**src/rtl/sreg_pkg.sv**
```systemverilog
`timescale 1ns/1ps
// Package: shared mode encoding for the dual-strobe shift register.
// Assumes mode 0 selects shifting and mode 1 selects parallel load.
package sreg_pkg;
    typedef enum logic {
        MODE_SHIFT = 1'b0,
        MODE_LOAD  = 1'b1
    } mode_e;
endpackage

```
**src/rtl/sreg_sync.sv**
```systemverilog
`timescale 1ns/1ps
// Module: sreg_sync
// A multi-stage flop chain that brings a vector of asynchronous inputs into
// the clk domain. Every bit gets the same delay, so the bits stay aligned.
// Assumes the inputs change rarely compared with clk. Clears to 0 on reset.
module sreg_sync #(
    parameter int WIDTH  = 8,
    parameter int STAGES = 2
) (
    input  logic             clk,
    input  logic             rst_n,
    input  logic [WIDTH-1:0] d_i,
    output logic [WIDTH-1:0] q_o
);
    logic [WIDTH-1:0] stg [STAGES];

    for (genvar s = 0; s < STAGES; s++) begin : g_stage
        if (s == 0) begin : g_first
            // Capture the raw inputs into the first stage.
            always_ff @(posedge clk) begin
                if (!rst_n) stg[s] <= '0;
                else        stg[s] <= d_i;
            end
        end else begin : g_rest
            // Pass the value one stage further down the chain.
            always_ff @(posedge clk) begin
                if (!rst_n) stg[s] <= '0;
                else        stg[s] <= stg[s-1];
            end
        end
    end

    assign q_o = stg[STAGES-1];
endmodule

```
**src/rtl/sreg_fall_qual.sv**
```systemverilog
`timescale 1ns/1ps
// Module: sreg_fall_qual
// Chooses the strobe that the mode selects and raises fire_o for one cycle
// when that strobe falls. The mode must also match the previous cycle.
// Assumes all inputs are already synchronous to clk.
module sreg_fall_qual
    import sreg_pkg::*;
(
    input  logic  clk,
    input  logic  rst_n,
    input  mode_e mode_i,
    input  logic  stb_shift_i,
    input  logic  stb_load_i,
    output logic  fire_o
);
    logic  eff_now;
    logic  eff_q;
    mode_e mode_q;

    // Select the strobe enabled by the current mode.
    always_comb eff_now = (mode_i == MODE_LOAD) ? stb_load_i : stb_shift_i;

    // Remember last cycle's selected strobe and mode.
    always_ff @(posedge clk) begin
        if (!rst_n) begin
            eff_q  <= 1'b0;
            mode_q <= MODE_SHIFT;
        end else begin
            eff_q  <= eff_now;
            mode_q <= mode_i;
        end
    end

    // Qualified falling transition with a steady mode.
    always_comb fire_o = eff_q && !eff_now && (mode_i == mode_q);

    // A rise of the selected strobe never triggers an update.
    p_rise_quiet_r4: assert property (@(posedge clk) disable iff (!rst_n)
        ($stable(mode_i) && (mode_i == MODE_LOAD) && $rose(stb_load_i)) |-> !fire_o);
endmodule

```
**src/rtl/sreg_core.sv**
```systemverilog
`timescale 1ns/1ps
// Module: sreg_core
// The storage register. On fire_i it either shifts serial data in at bit 0
// or loads the parallel word, as mode_i says. Otherwise it holds.
// Assumes fire_i is a one-cycle qualified pulse. Clears to 0 on reset.
module sreg_core
    import sreg_pkg::*;
#(
    parameter int W = 4
) (
    input  logic         clk,
    input  logic         rst_n,
    input  logic         fire_i,
    input  mode_e        mode_i,
    input  logic         ser_i,
    input  logic [W-1:0] par_i,
    output logic [W-1:0] q_o
);
    logic [W-1:0] nxt;

    // Next value: a parallel word, or the shifted word with ser_i at bit 0.
    always_comb nxt = (mode_i == MODE_LOAD) ? par_i : {q_o[W-2:0], ser_i};

    // Update only on a qualified strobe.
    always_ff @(posedge clk) begin
        if (!rst_n)      q_o <= '0;
        else if (fire_i) q_o <= nxt;
    end

    p_reset_clear_r1: assert property (@(posedge clk) !rst_n |=> (q_o == '0));
    p_load_word_r2: assert property (@(posedge clk) disable iff (!rst_n)
        (fire_i && mode_i == MODE_LOAD) |=> (q_o == $past(par_i)));
    p_shift_in_r3: assert property (@(posedge clk) disable iff (!rst_n)
        (fire_i && mode_i == MODE_SHIFT) |=> (q_o == {$past(q_o[W-2:0]), $past(ser_i)}));
    p_hold_idle_r5: assert property (@(posedge clk) disable iff (!rst_n)
        !fire_i |=> $stable(q_o));
endmodule

```
**src/rtl/dual_strobe_shreg.sv**
```systemverilog
`timescale 1ns/1ps
// Module: dual_strobe_shreg (top)
// A serial/parallel shift register driven by two falling-edge strobes, with
// mode choosing the active one. All inputs are asynchronous to clk and pass
// through one shared synchronizer. Assumes the strobes are much slower than clk.
module dual_strobe_shreg
    import sreg_pkg::*;
#(
    parameter int W      = 4,
    parameter int STAGES = 2
) (
    input  logic         clk,
    input  logic         rst_n,
    input  logic         ser_i,
    input  logic [W-1:0] par_i,
    input  logic         mode_i,
    input  logic         stb_shift_i,
    input  logic         stb_load_i,
    output logic [W-1:0] q_o
);
    localparam int SW = W + 4;

    logic [SW-1:0] raw_vec;
    logic [SW-1:0] syn_vec;
    logic [W-1:0]  par_s;
    logic          ser_s, shf_s, lod_s, mode_bit;
    mode_e         mode_s;
    logic          fire;

    // Bundle every input so they all see the same delay.
    always_comb raw_vec = {mode_i, stb_shift_i, stb_load_i, ser_i, par_i};

    sreg_sync #(.WIDTH(SW), .STAGES(STAGES)) u_sync (
        .clk(clk), .rst_n(rst_n), .d_i(raw_vec), .q_o(syn_vec)
    );

    // Split the synchronized bundle back into its fields.
    always_comb begin
        {mode_bit, shf_s, lod_s, ser_s, par_s} = syn_vec;
        mode_s = mode_e'(mode_bit);
    end

    sreg_fall_qual u_qual (
        .clk(clk), .rst_n(rst_n), .mode_i(mode_s),
        .stb_shift_i(shf_s), .stb_load_i(lod_s), .fire_o(fire)
    );

    sreg_core #(.W(W)) u_core (
        .clk(clk), .rst_n(rst_n), .fire_i(fire), .mode_i(mode_s),
        .ser_i(ser_s), .par_i(par_s), .q_o(q_o)
    );

    // A mode change never updates the register.
    p_modechg_hold_r8: assert property (@(posedge clk) disable iff (!rst_n)
        !$stable(mode_s) |=> $stable(q_o));
    // Switching LOW to HIGH with the load strobe high leaves q_o alone.
    p_up_loadhigh_r6: assert property (@(posedge clk) disable iff (!rst_n)
        ($rose(mode_bit) && lod_s) |=> $stable(q_o));
endmodule

```
**config.mk**
```make
export PLATFORM = sky130hd
export DESIGN_NAME = dual_strobe_shreg
export DESIGN_NICKNAME = d
export VERILOG_FILES = /design/src/rtl/sreg_pkg.sv /design/src/rtl/sreg_sync.sv /design/src/rtl/sreg_fall_qual.sv /design/src/rtl/sreg_core.sv /design/src/rtl/dual_strobe_shreg.sv
export SDC_FILE = /design/constraint.sdc
export NUM_CORES = 1
export LEC_CHECK = 0
export BUFFER_PORTS_ARGS = -buffer_cell sky130_fd_sc_hd__buf_2
export CORE_MARGIN = 3
export CORE_UTILIZATION = 45
export CTS_BUF_LIST = sky130_fd_sc_hd__clkbuf_4
export CTS_CLUSTER_DIAMETER = 150
export DETAILED_ROUTE_END_ITERATION = 7
export HOLD_SLACK_MARGIN = 0.15
export PLACE_DENSITY = 0.73
export SYNTH_ARGS = -nofsm -noshare
export SYNTH_HDL_FRONTEND = slang
export SYNTH_SLANG_ARGS = --single-unit
```
**constraint.sdc**
```tcl
create_clock -name clk -period 1.3 [get_ports clk]
set_clock_uncertainty 0.2 [all_clocks]
set_input_delay 0.26 -clock clk [delete_from_list [all_inputs] [get_ports clk]]
set_output_delay 0.26 -clock clk [all_outputs]
set_load 0.01 [all_outputs]
```
==> summary.txt, run 1 <==
Routing
  – Remaining antenna violation count: 0
  – Drc violations: 0
  – WL/cell: 11.29 um
  – Vias: 471
  – Pre-Repair DR Iteration Count: 3
  – WL final: 1163 um
  – Vias per std cell: 4.573
  – Initial DRC Count: 4

GRT
  – Initial antenna violation count: 0
  – GRT overflow: 0
  – GRT Util Overall: 0.1368
  – Vias in the first global route: 447
  – First-pass GRT wire length: 1925 um
  – Pin count of the biggest net entering global routing: 19

Synth
  – Syn_nets: 74
  – YS warnings: 0
  – Syn_area_per_cell: 11.36 um^2
  – Post-synthesis cell count: 64
  – Seq/Total Area, Yosys: 0.6059
  – Synthesized area: 726.9 um^2
  – Netlist cell types: 12
  – #FFs+latches synth: 22

Floorplan
  – Die Area: 0.002134 mm^2
  – Die H: 46.19 um
  – Core area: 0.001399 mm^2
  – Die width: 46.19 um
  – IO Pins: 14
  – Initial Util: 0.5197
  – Site Rows: 13

CTS
  – Total CTS buffers: 3
  – Hold buffer count at CTS: 10
  – CTS Sinks: 22
  – CTS tree: built
  – Worst-path clk slew: 0.12 ns
  – Clk buf depth: 2
  – Worst-Skew Late Latency: 0.30 ns
  – CTS Root Cell: clkbuf_4
  – Post-CTS setup buffers: 0
  – Htree depth: 1

Layout
  – Share of layout cells above drive strength 1: 0.2614
  – Area delta synth->final: 30.98%
  – Final Cell Area: 952.2 um^2
  – Most frequent cells in the layout: dfxtp_1 (20), and2_1 (17), buf_2 (13)
  – Most common cell after layout, fill and taps aside: dfxtp_1
  – Nets: 99
  – N_diodes: 0

Place
  – DP HPWL: 727.3 um
  – IO Port Bufs: 13
  – Post-DP Area: 807.0 um^2
  – Final Wtd Congestion: 0.6570

Hold path
  – Worst Hold Class: input pin to flip-flop

Power
  – Leakage dissipation: 0.4260 nW
  – PwrDens: 1369 mW/mm^2
  – Worst vdd ir: 0.0009733 V

Timing
  – Final Cycle Share: 0.9746
  – Slew @ Worst Pin: 0.2544 ns
  – Fin. Hold Viols: 0
  – Total Negative Setup Slacks: 0 ns
  – Fmax: 789.3 MHz
  – Slew HR: 0.8304
  – RSZ-0062 raised after global routing: true
  – Min Clock Period, post-route: 1.267 ns
  – Setup-failing EPs final: 0
  – Slew Viols, Final: 0

Setup path
  – Crit end category: flip-flop
  – WP data required: 1.31 ns
  – WS Path Type: flip-flop to flip-flop
  – Startpoint Class: flip-flop
  – Worst-path fanout max: 1
  – Data arrival, critical path: 1.27 ns

Run
  – Max cap viols: 0

Outcome
  – Status: finished, final reports clean
-- worst max-delay path, cell delays in order (launching register included) --
cell and delay (ns):
dfxtp_1 0.31, and2_1 0.12, dlygate4sd3_1 0.54
-- cells by family (layout without fill, tap and decap cells) --
| group | Yosys count | after routing | synth area share |
|---|---|---|---|
| muxes | 5 | 5 | 0.06885 |
| buffers and inverters | 4 | 28 | 0.02581 |
| and+or+nand+nor | 28 | 28 | 0.2358 |
| DFF | 22 | 22 | 0.6058 |
| AOI/OAI and AO/OA | 5 | 5 | 0.06369 |
-- stage by stage --
step / utilization / worst slack [ns] / cells / power [W] / hold slack (ns)
detailed placement: 0.5769 / 0.04056 / 90 / 0.0007847 / 0.2136
CTS: 0.6869 / 0.01104 / 104 / 0.001319 / 0.1247
floorplan: - / 0.1466 / 64 / 0.0007630 / 0.1873
global placement: 0.5769 / 0.08067 / 90 / 0.0007823 / 0.2122
global route: 0.6807 / -0.02380 / 103 / 0.001357 / 0.1234
finish: 0.6807 / 0.03298 / 103 / 0.001303 / 0.1301
-- timing repair --
action | CTS | global route
pin swaps | 1 | 1
endpoints found under the hold margin | 16 | 7
gates resized for setup | 1 | 1
setup endpoints to repair | 2 | 6
-- synthesized netlist by cell type --
library cell,n,area share
and2_1,17,0.15
nand2b_1,4,0.034
dfxtp_1,22,0.61
mux2i_1,5,0.069
nor3_2,1,0.014
nand2_1,4,0.021
o211ai_1,4,0.041
buf_2,3,0.021
o21ai_4,1,0.022
clkbuf_1,1,0.0052
and3b_1,1,0.012
nor2b_1,1,0.0086
-- area by class of cell --
| class | instances | area [um^2] |
|---|---|---|
| clock buffer | 3 | 22.52 |
| clock inverter | 1 | 30.03 |
| fill | 109 | 446.7 |
| multi-input combinational | 38 | 267.8 |
| sequential | 22 | 442.9 |
| tap | 15 | 18.77 |
| timing repair buffer | 24 | 170.2 |
-- final timing paths --
kind	start	endpoint	slack, ns	cells past startpoint
hold / removal	rst_n	u_core.q_o[0]$_SDFFE_PN0P_	0.13	3
setup / recovery	u_sync.stg[0][3]$_SDFF_PN0_	u_sync.stg[1][3]$_SDFF_PN0_	0.03	2
hold reg to reg	u_sync.stg[0][5]$_SDFF_PN0_	u_sync.stg[1][5]$_SDFF_PN0_	0.25	1
setup reg to reg	u_sync.stg[0][3]$_SDFF_PN0_	u_sync.stg[1][3]$_SDFF_PN0_	0.03	2
-- report_power, final --
part	switching (W)	internal, W
Sequential	0.00000823	0.000700
Combinational	0.0000299	0.0000517
Clock	0.000202	0.000312
Total	0.000240	0.00106
-- flip-flops by register name (all words and copies together), names as in the netlist --
signal,count
u_core.q_o,4
u_sync.stg,16
u_qual.mode_q,1
u_qual.eff_q,1
-- metal layers --
metal / part of all wire / track usage / vias to the layer above
met1: 0.43 / 0.1313 / 203
met2: 0.51 / 0.2445 / 11
met3: 0.048 / 0.03516 / 2
met4: 0.016 / 0.1023 / 0
met5: 0 / 0 / -
li1: - / - / 255
No activity file was read; power rests on OpenSTA's default activity.
==> run 2: changes to the inputs <==
ABC_AREA = 1   (was not set)
PLACE_DENSITY = 0.72   (was 0.73)
==> run 2 against run 1 <==
Synthesized area grew 9.3%. First-iteration DRC count decreased by 50%. Die area is 8.1% higher. Sequential power up 1%. Wire length up 6.1%. Critical path type is now flip-flop to output port. Largest power group unchanged.
==> summary.txt, run 2 <==
Floorplan
  – Initial Util: 0.5040 (was 0.5197)
  – IO Pins: 14 (unchanged)
  – Die width: 48.02 um (was 46.19 um)
  – Die Area: 0.002306 mm^2 (was 0.002134 mm^2)
  – Site Rows: 14 (was 13)
  – Core area: 0.001577 mm^2 (was 0.001399 mm^2)
  – Die H: 48.02 um (was 46.19 um)

Synth
  – Syn_nets: 103 (was 74)
  – Post-synthesis cell count: 93 (was 64)
  – EDFF count, synth: 0 (unchanged)
  – YS warnings: 0 (unchanged)
  – Top post-synthesis cells by count: nand2_1 (30), dfxtp_1 (22), inv_2 (13) (was dfxtp_1 (22), and2_1 (17), mux2i_1 (5))
  – Synth area leader: dfxtp_1 (unchanged)
  – Syn_area_per_cell: 8.543 um^2 (was 11.36 um^2)
  – Main synth FF type: dfxtp_1 (unchanged)
  – Count leader, synth: nand2_1 (was dfxtp_1)
  – Synth async-reset ratio: 0 (unchanged)
  – Seq/Total Area, Yosys: 0.5543 (was 0.6059)
  – Netlist cell types: 15 (was 12)
  – Synth top area cells: dfxtp_1 (55%), nand2_1 (14%), inv_2 (6.1%) (was dfxtp_1 (61%), and2_1 (15%), mux2i_1 (6.9%))
  – #FFs+latches synth: 22 (unchanged)
  – Synthesized area: 794.5 um^2 (was 726.9 um^2)
  – Yosys top cell area share: 0.5543 (was 0.6059)

CTS
  – Post-CTS setup buffers: 0 (unchanged)
  – CTS tree: built (unchanged)
  – Worst-path clk slew: 0.11 ns (was 0.12 ns)
  – Clk buf depth: 2 (unchanged)
  – Total CTS buffers: 3 (unchanged)
  – Htree depth: 1 (unchanged)
  – CTS Root Cell: clkbuf_4 (unchanged)
  – Worst-Skew Late Latency: 0.31 ns (was 0.30 ns)
  – CTS Sinks: 22 (unchanged)

Place
  – IO Port Bufs: 13 (unchanged)
  – Cell count after placement: 120 (was 90)
  – DP HPWL: 791.7 um (was 727.3 um)
  – Final Wtd Congestion: 0.7612 (was 0.6570)

Timing
  – Slew Viols, Final: 0 (unchanged)
  – Fmax: 796.4 MHz (was 789.3 MHz)
  – Setup-failing EPs final: 0 (unchanged)
  – Total Negative Setup Slacks: 0 ns (unchanged)
  – Slew HR: 0.8424 (was 0.8304)
  – Worst hold margin: 0.2170 ns (was 0.1301 ns)
  – Min Clock Period, post-route: 1.256 ns (was 1.267 ns)
  – RSZ-0062 raised after global routing: false (was true)
  – Slew @ Worst Pin: 0.2363 ns (was 0.2544 ns)
  – Final Cycle Share: 0.9658 (was 0.9746)
  – Fin. Hold Viols: 0 (unchanged)

Setup path
  – Slowest stage cell, crit path: dfxtp_1 (was dlygate4sd3_1)
  – WS Path Type: flip-flop to output port (was flip-flop to flip-flop)
  – Cells along the critical path: buf_2 (was and2_1, dlygate4sd3_1)
  – Max stage delay on crit path: 0.36 ns (was 0.54 ns)
  – Crit end category: output port (was flip-flop)
  – Data arrival, critical path: 0.80 ns (was 1.27 ns)
  – Startpoint Class: flip-flop (unchanged)
  – Cell family with most CP delay: flip-flops (was buffers and inverters)
  – WP data required: 0.84 ns (was 1.31 ns)
  – Flop2flop setup slack: 0.09 ns (was 0.03 ns)
  – WP buf/inv: 1 (unchanged)
  – Worst-path fanout max: 3 (was 1)

Layout
  – Most frequent cells in the layout: nand2_1 (30), dfxtp_1 (18), inv_2 (13) (was dfxtp_1 (20), and2_1 (17), buf_2 (13))
  – Share of layout cells above drive strength 1: 0.3504 (was 0.2614)
  – Area delta synth->final: 25.04% (was 30.98%)
  – Most common cell after layout, fill and taps aside: nand2_1 (was dfxtp_1)
  – Final core occ: 0.6302 (was 0.6807)
  – Largest register FFs: 16 (unchanged)
  – Largest regs: u_sync.stg x16, u_core.q_o x4 (unchanged)
  – Nets: 128 (was 99)
  – N_diodes: 0 (unchanged)
  – Layout Cells excl Fill: 133 (was 103)
  – Largest Register: u_sync.stg (unchanged)

Routing
  – Vias per std cell: 4.203 (was 4.573)
  – WL final: 1234 um (was 1163 um)
  – Drc violations: 0 (unchanged)
  – Vias: 559 (was 471)
  – Initial DRC Count: 2 (was 4)
  – Pre-Repair DR Iteration Count: 5 (was 3)
  – Remaining antenna violation count: 0 (unchanged)
  – WL/cell: 9.278 um (was 11.29 um)

Power
  – Leakage dissipation: 0.5237 nW (was 0.4260 nW)
  – PwrDens: 1137 mW/mm^2 (was 1369 mW/mm^2)
  – Worst vdd ir: 0.0007281 V (was 0.0009733 V)
  – Tot Pwr: 0.001130 W (was 0.001303 W)

Outcome
  – Status: finished, final reports clean (unchanged)

GRT
  – GRT Util Overall: 0.1394 (was 0.1368)
  – GRT overflow: 0 (unchanged)
  – Pin count of the biggest net entering global routing: 23 (was 19)
  – Vias in the first global route: 507 (was 447)
  – Initial antenna violation count: 0 (unchanged)
  – First-pass GRT wire length: 2083 um (was 1925 um)

Hold path
  – Worst Hold Class: flip-flop to flip-flop (was input pin to flip-flop)

Run
  – Max cap viols: 0 (unchanged)
run 2: cell types whose count changed after synthesis, moves of 5 or more:
cell	previous run	this run
and2_1	17	0
nand2_1	4	30
inv_2	0	13
inv_1	0	5
nor2_1	0	8
mux2i_1	5	0
run 2: worst paths after layout:
| check | startpoint | endpoint | cells after the start |
|---|---|---|---|
| worst max-delay path | u_core.q_o[2]$_SDFFE_PN0P_ | q_o[2] | 1 |
| worst min-delay path | u_sync.stg[0][3]$_SDFF_PN0_ | u_sync.stg[1][3]$_SDFF_PN0_ | 2 |
| worst max register to register | u_sync.stg[1][7]$_SDFF_PN0_ | u_core.q_o[1]$_SDFFE_PN0P_ | 6 |
| worst min register to register | u_sync.stg[0][3]$_SDFF_PN0_ | u_sync.stg[1][3]$_SDFF_PN0_ | 2 |
run 2: metal layers:
layer / global-route usage / part of all wire / vias to the layer above
li1: - / - / 312
met1: 0.1540 / 0.46 / 232
met2: 0.2111 / 0.46 / 11
met3: 0.04135 / 0.039 / 4
met4: 0.1290 / 0.045 / 0
met5: 0 / 0 / -
run 2: cell type report:
type	count	area [um^2]
Fill cell	127	583.1
Sequential cell	22	447.9
Timing Repair Buffer	23	165.2
Tap cell	16	20.02
Clock buffer	3	22.52
Multi-Input combinational cell	49	257.7
Inverter	19	76.32
Clock inverter	1	3.754
run 2: stage by stage:
step	cell area [um^2]	worst slack, ns
after floorplan	794.5	0.1252
after global placement	867.1	0.06043
after detailed placement	867.1	0.02173
after CTS	983.4	0.0001321
after global routing	993.5	0.001098
final	993.5	0.04441
run 2: tightest hold or removal path: stages, from the launching register on:
cell     delay [ns]
dfxtp_1        0.31
nand2_1        0.05
inv_1          0.03
run 2: cells by family (layout without fill, tap and decap cells):
kind of cell | after synthesis | in the layout | synth area share
compound gates | 5 | 5 | 0.04725
buf+inv | 22 | 46 | 0.1213
flops | 22 | 22 | 0.5543
simple gates | 44 | 44 | 0.2772
run 2: power breakdown:
part | internal [W] | switching, W
logic | 0.0000545 | 0.0000527
clock network | 0.000112 | 0.000196
registers | 0.000702 | 0.0000123
total | 0.000869 | 0.000261
run 2: what timing repair did:
item                                    CTS  global route
endpoints found under the setup margin    0             9
hold endpoints to repair                 12             0
resized for setup                         0             8
hold buffers                              9             0
==> run 3: changes to the inputs <==
CAP_MARGIN = 15   (was not set)
RECOVER_POWER = 50   (was not set)
==> run 3 against run 2 <==
Design area unchanged. Power increased by 0.12%. Final cell count unchanged. Register-to-register slack about the same. Sequential cell count unchanged. Die area unchanged. Clock-buffer cell count unchanged. Non-clock buffer count unchanged.
==> summary.txt, run 3 (synthesized netlist as in run 2, its figures left out) <==
Setup path
  – Crit path from: u_core.q_o[2]$_SDFFE_PN0P_ (unchanged)
  – Reg2Reg Launch Point: u_sync.stg[1][7]$_SDFF_PN0_ (unchanged)
  – WP data required: 0.84 ns (about the same)
  – Cells along the critical path: buf_2 (unchanged)
  – Slowest stage cell, crit path: dfxtp_1 (unchanged)
  – Data arrival, critical path: 0.80 ns (about the same)
  – Max stage delay on crit path: 0.36 ns (about the same)
  – WP buf/inv: 1 (unchanged)
  – Crit end category: output port (unchanged)
  – Worst-path fanout max: 3 (unchanged)
  – Startpoint Class: flip-flop (unchanged)
  – WS Path Type: flip-flop to output port (unchanged)
  – Cell family with most CP delay: flip-flops (unchanged)

Timing
  – Min Clock Period, post-route: 1.258 ns (was 1.256 ns)
  – Slew @ Worst Pin: 0.2322 ns (was 0.2363 ns)
  – Fin. Hold Viols: 0 (unchanged)
  – Slew HR: 0.8452 (was 0.8424)
  – Worst hold margin: 0.2173 ns (was 0.2170 ns)
  – Setup-failing EPs final: 0 (unchanged)
  – Final Cycle Share: 0.9679 (was 0.9658)
  – Slew Viols, Final: 0 (unchanged)
  – RSZ-0062 raised after global routing: false (unchanged)
  – Fmax: 794.8 MHz (was 796.4 MHz)
  – Total Negative Setup Slacks: 0 ns (unchanged)

CTS
  – Clk buf depth: 2 (unchanged)
  – Htree depth: 1 (unchanged)
  – Total CTS buffers: 3 (unchanged)
  – Post-CTS setup buffers: 0 (unchanged)
  – CTS tree: built (unchanged)
  – Worst-path clk slew: 0.11 ns (about the same)
  – CTS Sinks: 22 (unchanged)
  – CTS Root Cell: clkbuf_4 (unchanged)
  – Worst-Skew Late Latency: 0.31 ns (about the same)

GRT
  – GRT overflow: 0 (unchanged)
  – GRT Util Overall: 0.1394 (unchanged)
  – Pin count of the biggest net entering global routing: 23 (unchanged)
  – Vias in the first global route: 507 (unchanged)
  – First-pass GRT wire length: 2083 um (unchanged)
  – Initial antenna violation count: 0 (unchanged)

Layout
  – Nets: 128 (unchanged)
  – Largest Register: u_sync.stg (unchanged)
  – N_diodes: 0 (unchanged)
  – Area delta synth->final: 25.04% (unchanged)
  – Final core occ: 0.6302 (unchanged)
  – Most common cell after layout, fill and taps aside: nand2_1 (unchanged)
  – Largest register FFs: 16 (unchanged)
  – Layout Cells excl Fill: 133 (unchanged)
  – Final Cell Area: 993.5 um^2 (unchanged)
  – Largest regs: u_sync.stg x16, u_core.q_o x4 (unchanged)
  – Most frequent cells in the layout: nand2_1 (30), dfxtp_1 (18), buf_2 (12) (was nand2_1 (30), dfxtp_1 (18), inv_2 (13))
  – Share of layout cells above drive strength 1: 0.2735 (was 0.3504)

Routing
  – WL/cell: 9.316 um (was 9.278 um)
  – Remaining antenna violation count: 0 (unchanged)
  – Initial DRC Count: 2 (unchanged)
  – Vias per std cell: 4.195 (was 4.203)
  – Drc violations: 0 (unchanged)
  – Vias: 558 (was 559)
  – WL final: 1239 um (was 1234 um)
  – Pre-Repair DR Iteration Count: 5 (unchanged)

Floorplan
  – IO Pins: 14 (unchanged)
  – Core area: 0.001577 mm^2 (unchanged)
  – Die width: 48.02 um (unchanged)
  – Site Rows: 14 (unchanged)
  – Die Area: 0.002306 mm^2 (unchanged)
  – Die H: 48.02 um (unchanged)
  – Initial Util: 0.5040 (unchanged)

Hold path
  – Worst Hold Class: flip-flop to flip-flop (unchanged)
  – Min-Delay Startpoint: u_sync.stg[0][3]$_SDFF_PN0_ (unchanged)

Run
  – Max cap viols: 0 (unchanged)

Place
  – Cell count after placement: 120 (unchanged)
  – IO Port Bufs: 13 (unchanged)
  – Final Wtd Congestion: 0.7612 (unchanged)
  – Post-DP Area: 867.1 um^2 (unchanged)
  – DP HPWL: 791.7 um (unchanged)

Outcome
  – Status: finished, final reports clean (unchanged)

Power
  – PwrDens: 1139 mW/mm^2 (was 1137 mW/mm^2)
  – Leakage dissipation: 0.4872 nW (was 0.5237 nW)
  – Worst vdd ir: 0.0007322 V (was 0.0007281 V)
run 3: cell types whose count changed in the layout (fill, tap and decap cells not counted), sizes merged:
cell    previous run  this run
clkinv             1        10
inv               19        10
run 3: layout make-up:
cell class | instances | area (um^2)
Sequential cell | 22 | 447.9
Tap cell | 16 | 20.02
Clock buffer | 3 | 22.52
Fill cell | 127 | 583.1
Clock inverter | 1 | 3.754
Inverter | 19 | 76.32
Multi-Input combinational cell | 49 | 257.7
Timing Repair Buffer | 23 | 165.2
run 3: path summary, 6_finish.rpt:
kind / endpoint / slack (ns) / cells past startpoint
hold reg to reg: u_sync.stg[1][3]$_SDFF_PN0_ / 0.22 / 2
setup / recovery: q_o[2] / 0.04 / 1
hold / removal: u_sync.stg[1][3]$_SDFF_PN0_ / 0.22 / 2
setup reg to reg: u_core.q_o[1]$_SDFFE_PN0P_ / 0.09 / 6
run 3: timing repair:
action | CTS | global route
setup endpoints to repair | 0 | 9
endpoints found under the hold margin | 12 | 0
resized for setup | 0 | 8
hold buffers | 9 | 0
run 3: stage by stage:
step | setup WS, ns | total power (W)
5_1_grt | 0.001098 | 0.001185
4_1_cts | 0.0001321 | 0.001139
6_report | 0.04177 | 0.001131
2_1_floorplan | 0.1252 | 0.0007913
3_3_place_gp | 0.06043 | 0.0008132
3_5_place_dp | 0.02173 | 0.0008176
run 3: where the power goes:
part           internal [W]  total (W)  switching [W]
clock              0.000112   0.000311       0.000199
sequential         0.000702   0.000715      0.0000124
combinational     0.0000540   0.000105      0.0000511
total              0.000869    0.00113       0.000262
run 3: per-layer routing:
layer,global-route usage,up-vias,wire length (um)
met4,0.1290,0,57
met3,0.04135,4,59
li1,-,312,-
met1,0.1540,227,559
met2,0.2111,15,563
met5,0,-,0
